[config.mk]
export PLATFORM = sky130hd
export DESIGN_NAME = bytenet_regif
export DESIGN_NICKNAME = d
export VERILOG_FILES = /design/src/rtl/bytenet_pkg.sv /design/src/rtl/bytenet_rx.sv /design/src/rtl/bytenet_tx.sv /design/src/rtl/bytenet_irq.sv /design/src/rtl/bytenet_regif.sv
export SDC_FILE = /design/constraint.sdc
export NUM_CORES = 1
export LEC_CHECK = 0
export ABC_AREA = 1
export BUFFER_PORTS_ARGS = -buffer_cell sky130_fd_sc_hd__buf_4
export CAP_MARGIN = 0
export CELL_PAD_IN_SITES_DETAIL_PLACEMENT = 1
export CELL_PAD_IN_SITES_GLOBAL_PLACEMENT = 1
export CORE_ASPECT_RATIO = 1.2
export CORE_MARGIN = 4
export CORE_UTILIZATION = 52
export DETAILED_ROUTE_END_ITERATION = 6
export PLACE_DENSITY_LB_ADDON = 0.1
export SLEW_MARGIN = 20
export SYNTH_ARGS = -nofsm -noshare
export SYNTH_HDL_FRONTEND = slang
export SYNTH_SLANG_ARGS = --single-unit
export TNS_END_PERCENT = 5
[constraint.sdc]
create_clock -name clk -period 6.65 [get_ports clk]
set_input_delay 0.3325 -clock clk [delete_from_list [all_inputs] [get_ports clk]]
set_output_delay 0.3325 -clock clk [all_outputs]
set_load 0.05 [all_outputs]
[src/rtl/bytenet_pkg.sv]
package bytenet_pkg;

    // word index = byte offset / 4
    localparam int WORD_ID_LO  = 0;
    localparam int WORD_ID_HI  = 1;
    localparam int WORD_BUSY   = 2;
    localparam int WORD_RXCNT  = 3;
    localparam int WORD_TXCNT  = 4;
    localparam int WORD_INTCTL = 5;
    localparam int WORD_INFO   = 6;
    localparam int WORD_RXDATA = 7;
    localparam int WORD_TXDATA = 8;

    localparam int BIT_TXDONE = 0;
    localparam int BIT_RXDONE = 1;
    localparam int BIT_TEST   = 31;

    typedef enum logic [1:0] {
        RX_IDLE  = 2'd0,
        RX_FILL  = 2'd1,
        RX_DRAIN = 2'd2
    } rx_state_e;

    typedef enum logic {
        TX_IDLE = 1'b0,
        TX_SEND = 1'b1
    } tx_state_e;

endpackage

[src/rtl/bytenet_rx.sv]
module bytenet_rx
    import bytenet_pkg::*;
#(
    parameter int CNT_W  = 17,
    parameter int BUF_AW = 6
) (
    input  logic             clk,
    input  logic             rst_n,
    input  logic             sof_i,
    input  logic [CNT_W-1:0] len_i,
    input  logic             valid_i,
    input  logic [7:0]       byte_i,
    input  logic             hold_i,
    input  logic             pop_i,
    output logic             ready_o,
    output logic [CNT_W-1:0] count_o,
    output logic [7:0]       byte_o,
    output logic             filling_o,
    output logic             done_o
);
    localparam int DEPTH = 1 << BUF_AW;
    localparam logic [CNT_W-1:0]  CNT_ONE = 1;
    localparam logic [BUF_AW-1:0] PTR_ONE = 1;

    rx_state_e state_q, state_nxt;
    logic [CNT_W-1:0]  len_q, fill_q, count_q;
    logic [BUF_AW-1:0] wr_ptr_q, rd_ptr_q;
    logic [7:0]        mem [DEPTH];
    logic              fill_full;

    assign fill_full = (fill_q == len_q);
    assign ready_o   = (state_q == RX_IDLE) && !hold_i;
    assign done_o    = (state_q == RX_FILL) && fill_full;
    assign filling_o = (state_q == RX_FILL);
    assign count_o   = count_q;
    assign byte_o    = (count_q != '0) ? mem[rd_ptr_q] : 8'h00;

    // state register
    always_ff @(posedge clk or negedge rst_n) begin
        if (!rst_n) state_q <= RX_IDLE;
        else        state_q <= state_nxt;
    end

    always_comb begin
        state_nxt = state_q;
        unique case (state_q)
            RX_IDLE:  if (ready_o && sof_i) state_nxt = RX_FILL;
            RX_FILL:  if (fill_full)        state_nxt = RX_DRAIN;
            RX_DRAIN: if (count_q == '0)    state_nxt = RX_IDLE;
            default:                        state_nxt = RX_IDLE;
        endcase
    end

    // counters and pointers
    always_ff @(posedge clk or negedge rst_n) begin
        if (!rst_n) begin
            len_q    <= '0;
            fill_q   <= '0;
            count_q  <= '0;
            wr_ptr_q <= '0;
            rd_ptr_q <= '0;
        end else begin
            unique case (state_q)
                RX_IDLE: begin
                    if (ready_o && sof_i) begin
                        len_q    <= len_i;
                        fill_q   <= '0;
                        wr_ptr_q <= '0;
                    end
                end
                RX_FILL: begin
                    if (fill_full) begin
                        count_q  <= len_q;
                        rd_ptr_q <= '0;
                    end else if (valid_i) begin
                        fill_q   <= fill_q + CNT_ONE;
                        wr_ptr_q <= wr_ptr_q + PTR_ONE;
                    end
                end
                RX_DRAIN: begin
                    if (pop_i && count_q != '0) begin
                        count_q  <= count_q - CNT_ONE;
                        rd_ptr_q <= rd_ptr_q + PTR_ONE;
                    end
                end
                default: ;
            endcase
        end
    end

    always_ff @(posedge clk) begin
        if (state_q == RX_FILL && !fill_full && valid_i)
            mem[wr_ptr_q] <= byte_i;
    end

endmodule

[src/rtl/bytenet_tx.sv]
module bytenet_tx
    import bytenet_pkg::*;
#(
    parameter int CNT_W   = 17,
    parameter int MAX_CNT = 65536
) (
    input  logic             clk,
    input  logic             rst_n,
    input  logic             cnt_wr_i,
    input  logic             byte_wr_i,
    input  logic [31:0]      wdata_i,
    output logic [CNT_W-1:0] count_o,
    output logic             active_o,
    output logic             done_o,
    output logic             tx_valid_o,
    output logic [7:0]       tx_byte_o,
    output logic             tx_last_o
);
    localparam logic [CNT_W-1:0] CNT_ONE = 1;
    localparam logic [31:0]      CNT_MAX = 32'(MAX_CNT);

    tx_state_e state_q, state_nxt;
    logic [CNT_W-1:0] count_q;
    logic             cnt_ok;

    assign cnt_ok   = (wdata_i != 32'd0) && (wdata_i <= CNT_MAX);
    assign done_o   = (state_q == TX_SEND) && byte_wr_i && (count_q == CNT_ONE);
    assign active_o = (state_q == TX_SEND);
    assign count_o  = count_q;

    always_ff @(posedge clk or negedge rst_n) begin
        if (!rst_n) state_q <= TX_IDLE;
        else        state_q <= state_nxt;
    end

    always_comb begin
        state_nxt = state_q;
        unique case (state_q)
            TX_IDLE: if (cnt_wr_i && cnt_ok) state_nxt = TX_SEND;
            TX_SEND: if (done_o)             state_nxt = TX_IDLE;
            default:                         state_nxt = TX_IDLE;
        endcase
    end

    always_ff @(posedge clk or negedge rst_n) begin
        if (!rst_n) begin
            count_q    <= '0;
            tx_valid_o <= 1'b0;
            tx_byte_o  <= 8'h00;
            tx_last_o  <= 1'b0;
        end else begin
            tx_valid_o <= 1'b0;
            tx_last_o  <= 1'b0;
            unique case (state_q)
                TX_IDLE: if (cnt_wr_i && cnt_ok) count_q <= wdata_i[CNT_W-1:0];
                TX_SEND: begin
                    if (byte_wr_i) begin
                        count_q    <= count_q - CNT_ONE;
                        tx_valid_o <= 1'b1;
                        tx_byte_o  <= wdata_i[7:0];
                        tx_last_o  <= (count_q == CNT_ONE);
                    end
                end
                default: ;
            endcase
        end
    end

endmodule

[src/rtl/bytenet_irq.sv]
module bytenet_irq
    import bytenet_pkg::*;
(
    input  logic        clk,
    input  logic        rst_n,
    input  logic        wr_i,
    input  logic        rd_i,
    input  logic [31:0] wdata_i,
    input  logic        tx_done_i,
    input  logic        rx_done_i,
    output logic [31:0] ctl_o,
    output logic        rx_pend_o,
    output logic        irq_o
);
    logic tx_q, rx_q, test_q;

    always_ff @(posedge clk or negedge rst_n) begin
        if (!rst_n) begin
            tx_q   <= 1'b0;
            rx_q   <= 1'b0;
            test_q <= 1'b0;
        end else begin
            tx_q <= tx_done_i | (tx_q & ~(wr_i & wdata_i[BIT_TXDONE]));
            rx_q <= rx_done_i | (rx_q & ~(wr_i & wdata_i[BIT_RXDONE]));
            if (wr_i)      test_q <= wdata_i[BIT_TEST];
            else if (rd_i) test_q <= 1'b0;
        end
    end

    always_comb begin
        ctl_o             = 32'd0;
        ctl_o[BIT_TXDONE] = tx_q;
        ctl_o[BIT_RXDONE] = rx_q;
        ctl_o[BIT_TEST]   = test_q;
    end

    assign rx_pend_o = rx_q;
    assign irq_o     = tx_q | rx_q | test_q;

endmodule

[src/rtl/bytenet_regif.sv]
module bytenet_regif
    import bytenet_pkg::*;
#(
    parameter int          ADDR_W    = 6,
    parameter int          CNT_W     = 17,
    parameter int          BUF_AW    = 6,
    parameter int          MAX_CNT   = 65536,
    parameter logic [63:0] SIGNATURE = 64'h3154_454E_4554_5942,
    parameter logic [31:0] INFO_WORD = 32'h0000_0001
) (
    input  logic              clk,
    input  logic              rst_n,
    input  logic [ADDR_W-1:0] bus_addr,
    input  logic              bus_rd,
    input  logic              bus_wr,
    input  logic [31:0]       bus_wdata,
    output logic [31:0]       bus_rdata,
    output logic              irq_o,
    input  logic              rx_sof_i,
    input  logic [CNT_W-1:0]  rx_len_i,
    output logic              rx_ready_o,
    input  logic              rx_valid_i,
    input  logic [7:0]        rx_byte_i,
    output logic              tx_valid_o,
    output logic [7:0]        tx_byte_o,
    output logic              tx_last_o
);
    localparam int WIDX_W = ADDR_W - 2;

    logic [WIDX_W-1:0] widx;
    logic [CNT_W-1:0]  rx_cnt, tx_cnt;
    logic [7:0]        rx_rbyte;
    logic [31:0]       intctl;
    logic              rx_filling, rx_done, rx_pend;
    logic              tx_active, tx_done;
    logic              sel_rxdata, sel_txdata, sel_txcnt, sel_intctl;

    assign widx       = bus_addr[ADDR_W-1:2];
    assign sel_rxdata = (widx == WIDX_W'(WORD_RXDATA));
    assign sel_txdata = (widx == WIDX_W'(WORD_TXDATA));
    assign sel_txcnt  = (widx == WIDX_W'(WORD_TXCNT));
    assign sel_intctl = (widx == WIDX_W'(WORD_INTCTL));

    bytenet_rx #(.CNT_W(CNT_W), .BUF_AW(BUF_AW)) u_rx (
        .clk       (clk),
        .rst_n     (rst_n),
        .sof_i     (rx_sof_i),
        .len_i     (rx_len_i),
        .valid_i   (rx_valid_i),
        .byte_i    (rx_byte_i),
        .hold_i    (rx_pend),
        .pop_i     (bus_rd && sel_rxdata),
        .ready_o   (rx_ready_o),
        .count_o   (rx_cnt),
        .byte_o    (rx_rbyte),
        .filling_o (rx_filling),
        .done_o    (rx_done)
    );

    bytenet_tx #(.CNT_W(CNT_W), .MAX_CNT(MAX_CNT)) u_tx (
        .clk        (clk),
        .rst_n      (rst_n),
        .cnt_wr_i   (bus_wr && sel_txcnt),
        .byte_wr_i  (bus_wr && sel_txdata),
        .wdata_i    (bus_wdata),
        .count_o    (tx_cnt),
        .active_o   (tx_active),
        .done_o     (tx_done),
        .tx_valid_o (tx_valid_o),
        .tx_byte_o  (tx_byte_o),
        .tx_last_o  (tx_last_o)
    );

    bytenet_irq u_irq (
        .clk       (clk),
        .rst_n     (rst_n),
        .wr_i      (bus_wr && sel_intctl),
        .rd_i      (bus_rd && sel_intctl),
        .wdata_i   (bus_wdata),
        .tx_done_i (tx_done),
        .rx_done_i (rx_done),
        .ctl_o     (intctl),
        .rx_pend_o (rx_pend),
        .irq_o     (irq_o)
    );

    always_comb begin
        bus_rdata = 32'd0;
        case (int'(widx))
            WORD_ID_LO:  bus_rdata = SIGNATURE[31:0];
            WORD_ID_HI:  bus_rdata = SIGNATURE[63:32];
            WORD_BUSY:   bus_rdata = {31'd0, rx_filling | tx_active};
            WORD_RXCNT:  bus_rdata = 32'(rx_cnt);
            WORD_TXCNT:  bus_rdata = 32'(tx_cnt);
            WORD_INTCTL: bus_rdata = intctl;
            WORD_INFO:   bus_rdata = INFO_WORD;
            WORD_RXDATA: bus_rdata = {24'd0, rx_rbyte};
            default:     bus_rdata = 32'd0;
        endcase
    end

endmodule

==> results.sh <==
export IMPL_drv_cap=0
export IMPL_synth_top_area_frac=0.544
export IMPL_remaining_drc_errors=0
export IMPL_die_h_um=263
export IMPL_grt_pass1_wl_um=129000
export IMPL_crit_arrival_ns=4.48
export IMPL_ios=113
export IMPL_io_buffers=104
export IMPL_path_clk_slew_ns=0.07
export IMPL_syn_instance_count=3000
export IMPL_crit_start="u_rx.rd_ptr_q[2]$_DFFE_PN0P_"
export IMPL_worstHoldStart="bus_addr[4]"
export IMPL_worst_clock_skew_ns=0.0171
export IMPL_vias=21383
export IMPL_grt_pass1_vias=22941
export IMPL_dp_hpwl_um=52000
export IMPL_hold_viol=0
export IMPL_antenna_found_initial=0
export IMPL_yosysSeqAreaShare=0.628
export IMPL_vias_per_cell=5.61
export IMPL_synth_distinct_cells=44
export IMPL_die_x_um=221
export IMPL_drive_gt1_frac=0.0817
export IMPL_n_antenna_cell=0
export IMPL_gp_congestion=0.908
export IMPL_drtPass1Iterations=5
export IMPL_grt_usage=0.283
export IMPL_cts_made_buffers=60
export IMPL_synth_warnings=0
export IMPL_reg2reg_depth=6
export IMPL_cts_tree="built"
export IMPL_finalMaxSlewViolations=0
export IMPL_clk_path_buf_depth=3
export IMPL_setup_viol_count_final=0
export IMPL_cts_sinks=608
export IMPL_synth_edf_count=512
export IMPL_finalCriticalPeriod_ns=4.81
export IMPL_critPathRequiredTime_ns=6.32
export IMPL_start_kind="register"
export IMPL_pwr_density_cell_nw_per_um2=355
export IMPL_critPathCaptureType="primary output"
export IMPL_totalWireLength_um=83400
export IMPL_fin_util=0.585
export IMPL_clk_latency_ns=0.62
export IMPL_grt_max_degree=180
export IMPL_rsz0062_at_grt="no"
export IMPL_ir_drop_mv=0.278
export IMPL_finalSetupTns_ns=0
export IMPL_wire_per_inst_um=21.9
export IMPL_p_leak_nw=13.1
export IMPL_fin_nets=3132
export IMPL_fp_row_count=93
export IMPL_worstHoldPathCells=3
export IMPL_synth_seq_cells=608
export IMPL_path_max_fanout=34
export IMPL_yosys_top_cells_area="edfxtp_1 (54%), nand2_1 (13%), dfrtp_1 (8.5%)"
export IMPL_slew_headroom=0.327
export IMPL_core_area_sq_um=53800
export IMPL_synth_largest_area_cell="edfxtp_1"
export IMPL_fillers=6090
export IMPL_grt_ovfl_total=0
export IMPL_syn_avg_cell_area_sq_um=9.43
export IMPL_antenna_left=0
export IMPL_yosys_top_cells_count="nand2_1 (979), edfxtp_1 (512), nor2_1 (355), inv_1 (290), nand3_1 (268)"
export IMPL_areaGrowthSynthToFinish_pct=11.2
export IMPL_initialDrtViolationCount=1725
export IMPL_initial_core_util=0.526
export IMPL_status="completed"
export IMPL_fmax_mhz=208
export IMPL_synthArstFlopShare=0.158
export IMPL_netlist_area_sq_um=28300
export IMPL_criticalPathCategory="reg -> out"
export IMPL_tightest_slew_ns=1.01
export IMPL_hold_path_class="in -> reg"
export IMPL_min_period_over_period=0.723
export IMPL_r2r_start="u_rx.state_q[1]$_DFFE_PN0P_"
export IMPL_synth_most_common_cell="nand2_1"
export IMPL_cts_setup_buffers=0
export IMPL_ctsHtreeMaxLevel=2
export IMPL_root_buffer="clkbuf_16"
export IMPL_ys_flop_type="edfxtp_1"
export IMPL_dieArea_sq_um=58200
[cells by family after synthesis]
group	synth area share
flip-flops	0.628
AND/OR/NAND/NOR	0.246
buffers and inverters	0.0670
adder cells (fa/ha/maj)	0.00487
AO/OA/AOI/OAI	0.0372
other	0.000133
XOR/XNOR	0.0115
multiplexers	0.00518
[state kept, by name, summed over array words and instances (netlist names)]
name             count
u_rx.fill_q         17
u_rx.mem           512
u_rx.len_q          17
u_irq.tx_q           1
u_tx.tx_byte_o       8
u_tx.count_o        17
u_rx.state_q         2
u_rx.wr_ptr_q        6
u_tx.tx_last_o       1
u_rx.rd_ptr_q        6
u_tx.tx_valid_o      1
u_rx.count_o        17
u_irq.rx_pend_o      1
u_tx.active_o        1
u_irq.test_q         1
[layout make-up]
cell class | instances | area (sq um) | share of cell area
sequential | 608 | 17800 | 0.565
multi-input combinational | 1947 | 8630 | 0.274
clock buffer | 80 | 1630 | 0.0518
inverter | 300 | 1130 | 0.0360
timing repair buffer | 135 | 1100 | 0.0349
tap | 712 | 891 | 0.0283
clock inverter | 28 | 284 | 0.00903
[through the flow]
| step | power [W] | std cells | instance area [sq um] | setup slack [ns] | hold slack, ns |
|---|---|---|---|---|---|
| floorplan | 0.00684 | 3005 | 28300 | 3.88 | 0.0369 |
| global placement | 0.00766 | 3683 | 29300 | 2.61 | 0.294 |
| detailed placement | 0.00783 | 3683 | 29300 | 2.55 | 0.300 |
| CTS | 0.0112 | 3810 | 31500 | 1.88 | 0.0108 |
| global route | 0.0118 | 3810 | 31500 | 1.65 | 0.0196 |
| finish | 0.0112 | 3810 | 31500 | 1.84 | 0.0380 |
[power by group]
group          total, W  internal (W)  leakage [nW]  switching (W)
logic           0.00315      0.000896          6.37        0.00225
clock network   0.00338       0.00194         0.926        0.00144
registers       0.00465       0.00434          5.83       0.000308
[layer usage]
layer / GRT usage / vias to the layer above / part of all wire / routed length [um]
met5: 0 / - / 0 / 0
met4: 0.109 / 0 / 0.040 / 3360
met3: 0.0341 / 172 / 0.052 / 4340
met2: 0.507 / 638 / 0.52 / 43100
met1: 0.351 / 10686 / 0.39 / 32600
li1: - / 9887 / - / -
[worst max-delay path, cell delays in order, from the launching register on]
cell     delay, ns
dfrtp_1       0.67
buf_4         0.38
inv_2         0.62
nand2_2       0.59
inv_2         0.47
nand2_1       0.10
nand2_1       0.07
nor2_1        0.09
nand2_1       0.09
nand3_1       0.17
nand2_1       0.22
nand2_1       0.07
nand2_1       0.10
buf_4         0.21
[cell usage in the layout (no fill, tap or decap), drive strengths merged, types with 47 or more instances in the layout]
master / n
edfxtp: 512
o21ai: 115
buf: 116
a21oi: 47
dfrtp: 96
clkbuf: 80
inv: 297
nand2: 983
nand3: 270
nor2: 364
[worst paths after layout]
check / to / slack, ns
min in group asynchronous: u_tx.tx_byte_o[2]$_DFFE_PN0P_ / 0.20
min reg2reg: u_tx.tx_byte_o[7]$_DFFE_PN0P_ / 0.49
max in group asynchronous: u_rx.rd_ptr_q[1]$_DFFE_PN0P_ / 5.11
max reg2reg: u_rx.mem[5][0]$_DFFE_PP_ / 3.27
max: bus_rdata[3] / 1.84
min: u_tx.tx_valid_o$_DFF_PN0_ / 0.04
[what timing repair did]
item | CTS | global route
gates resized for setup | 0 | 0
hold endpoints to repair | 48 | 0
hold buffers | 19 | 0
setup endpoints to repair | 0 | 0
Power figures use the tool's default switching activity.
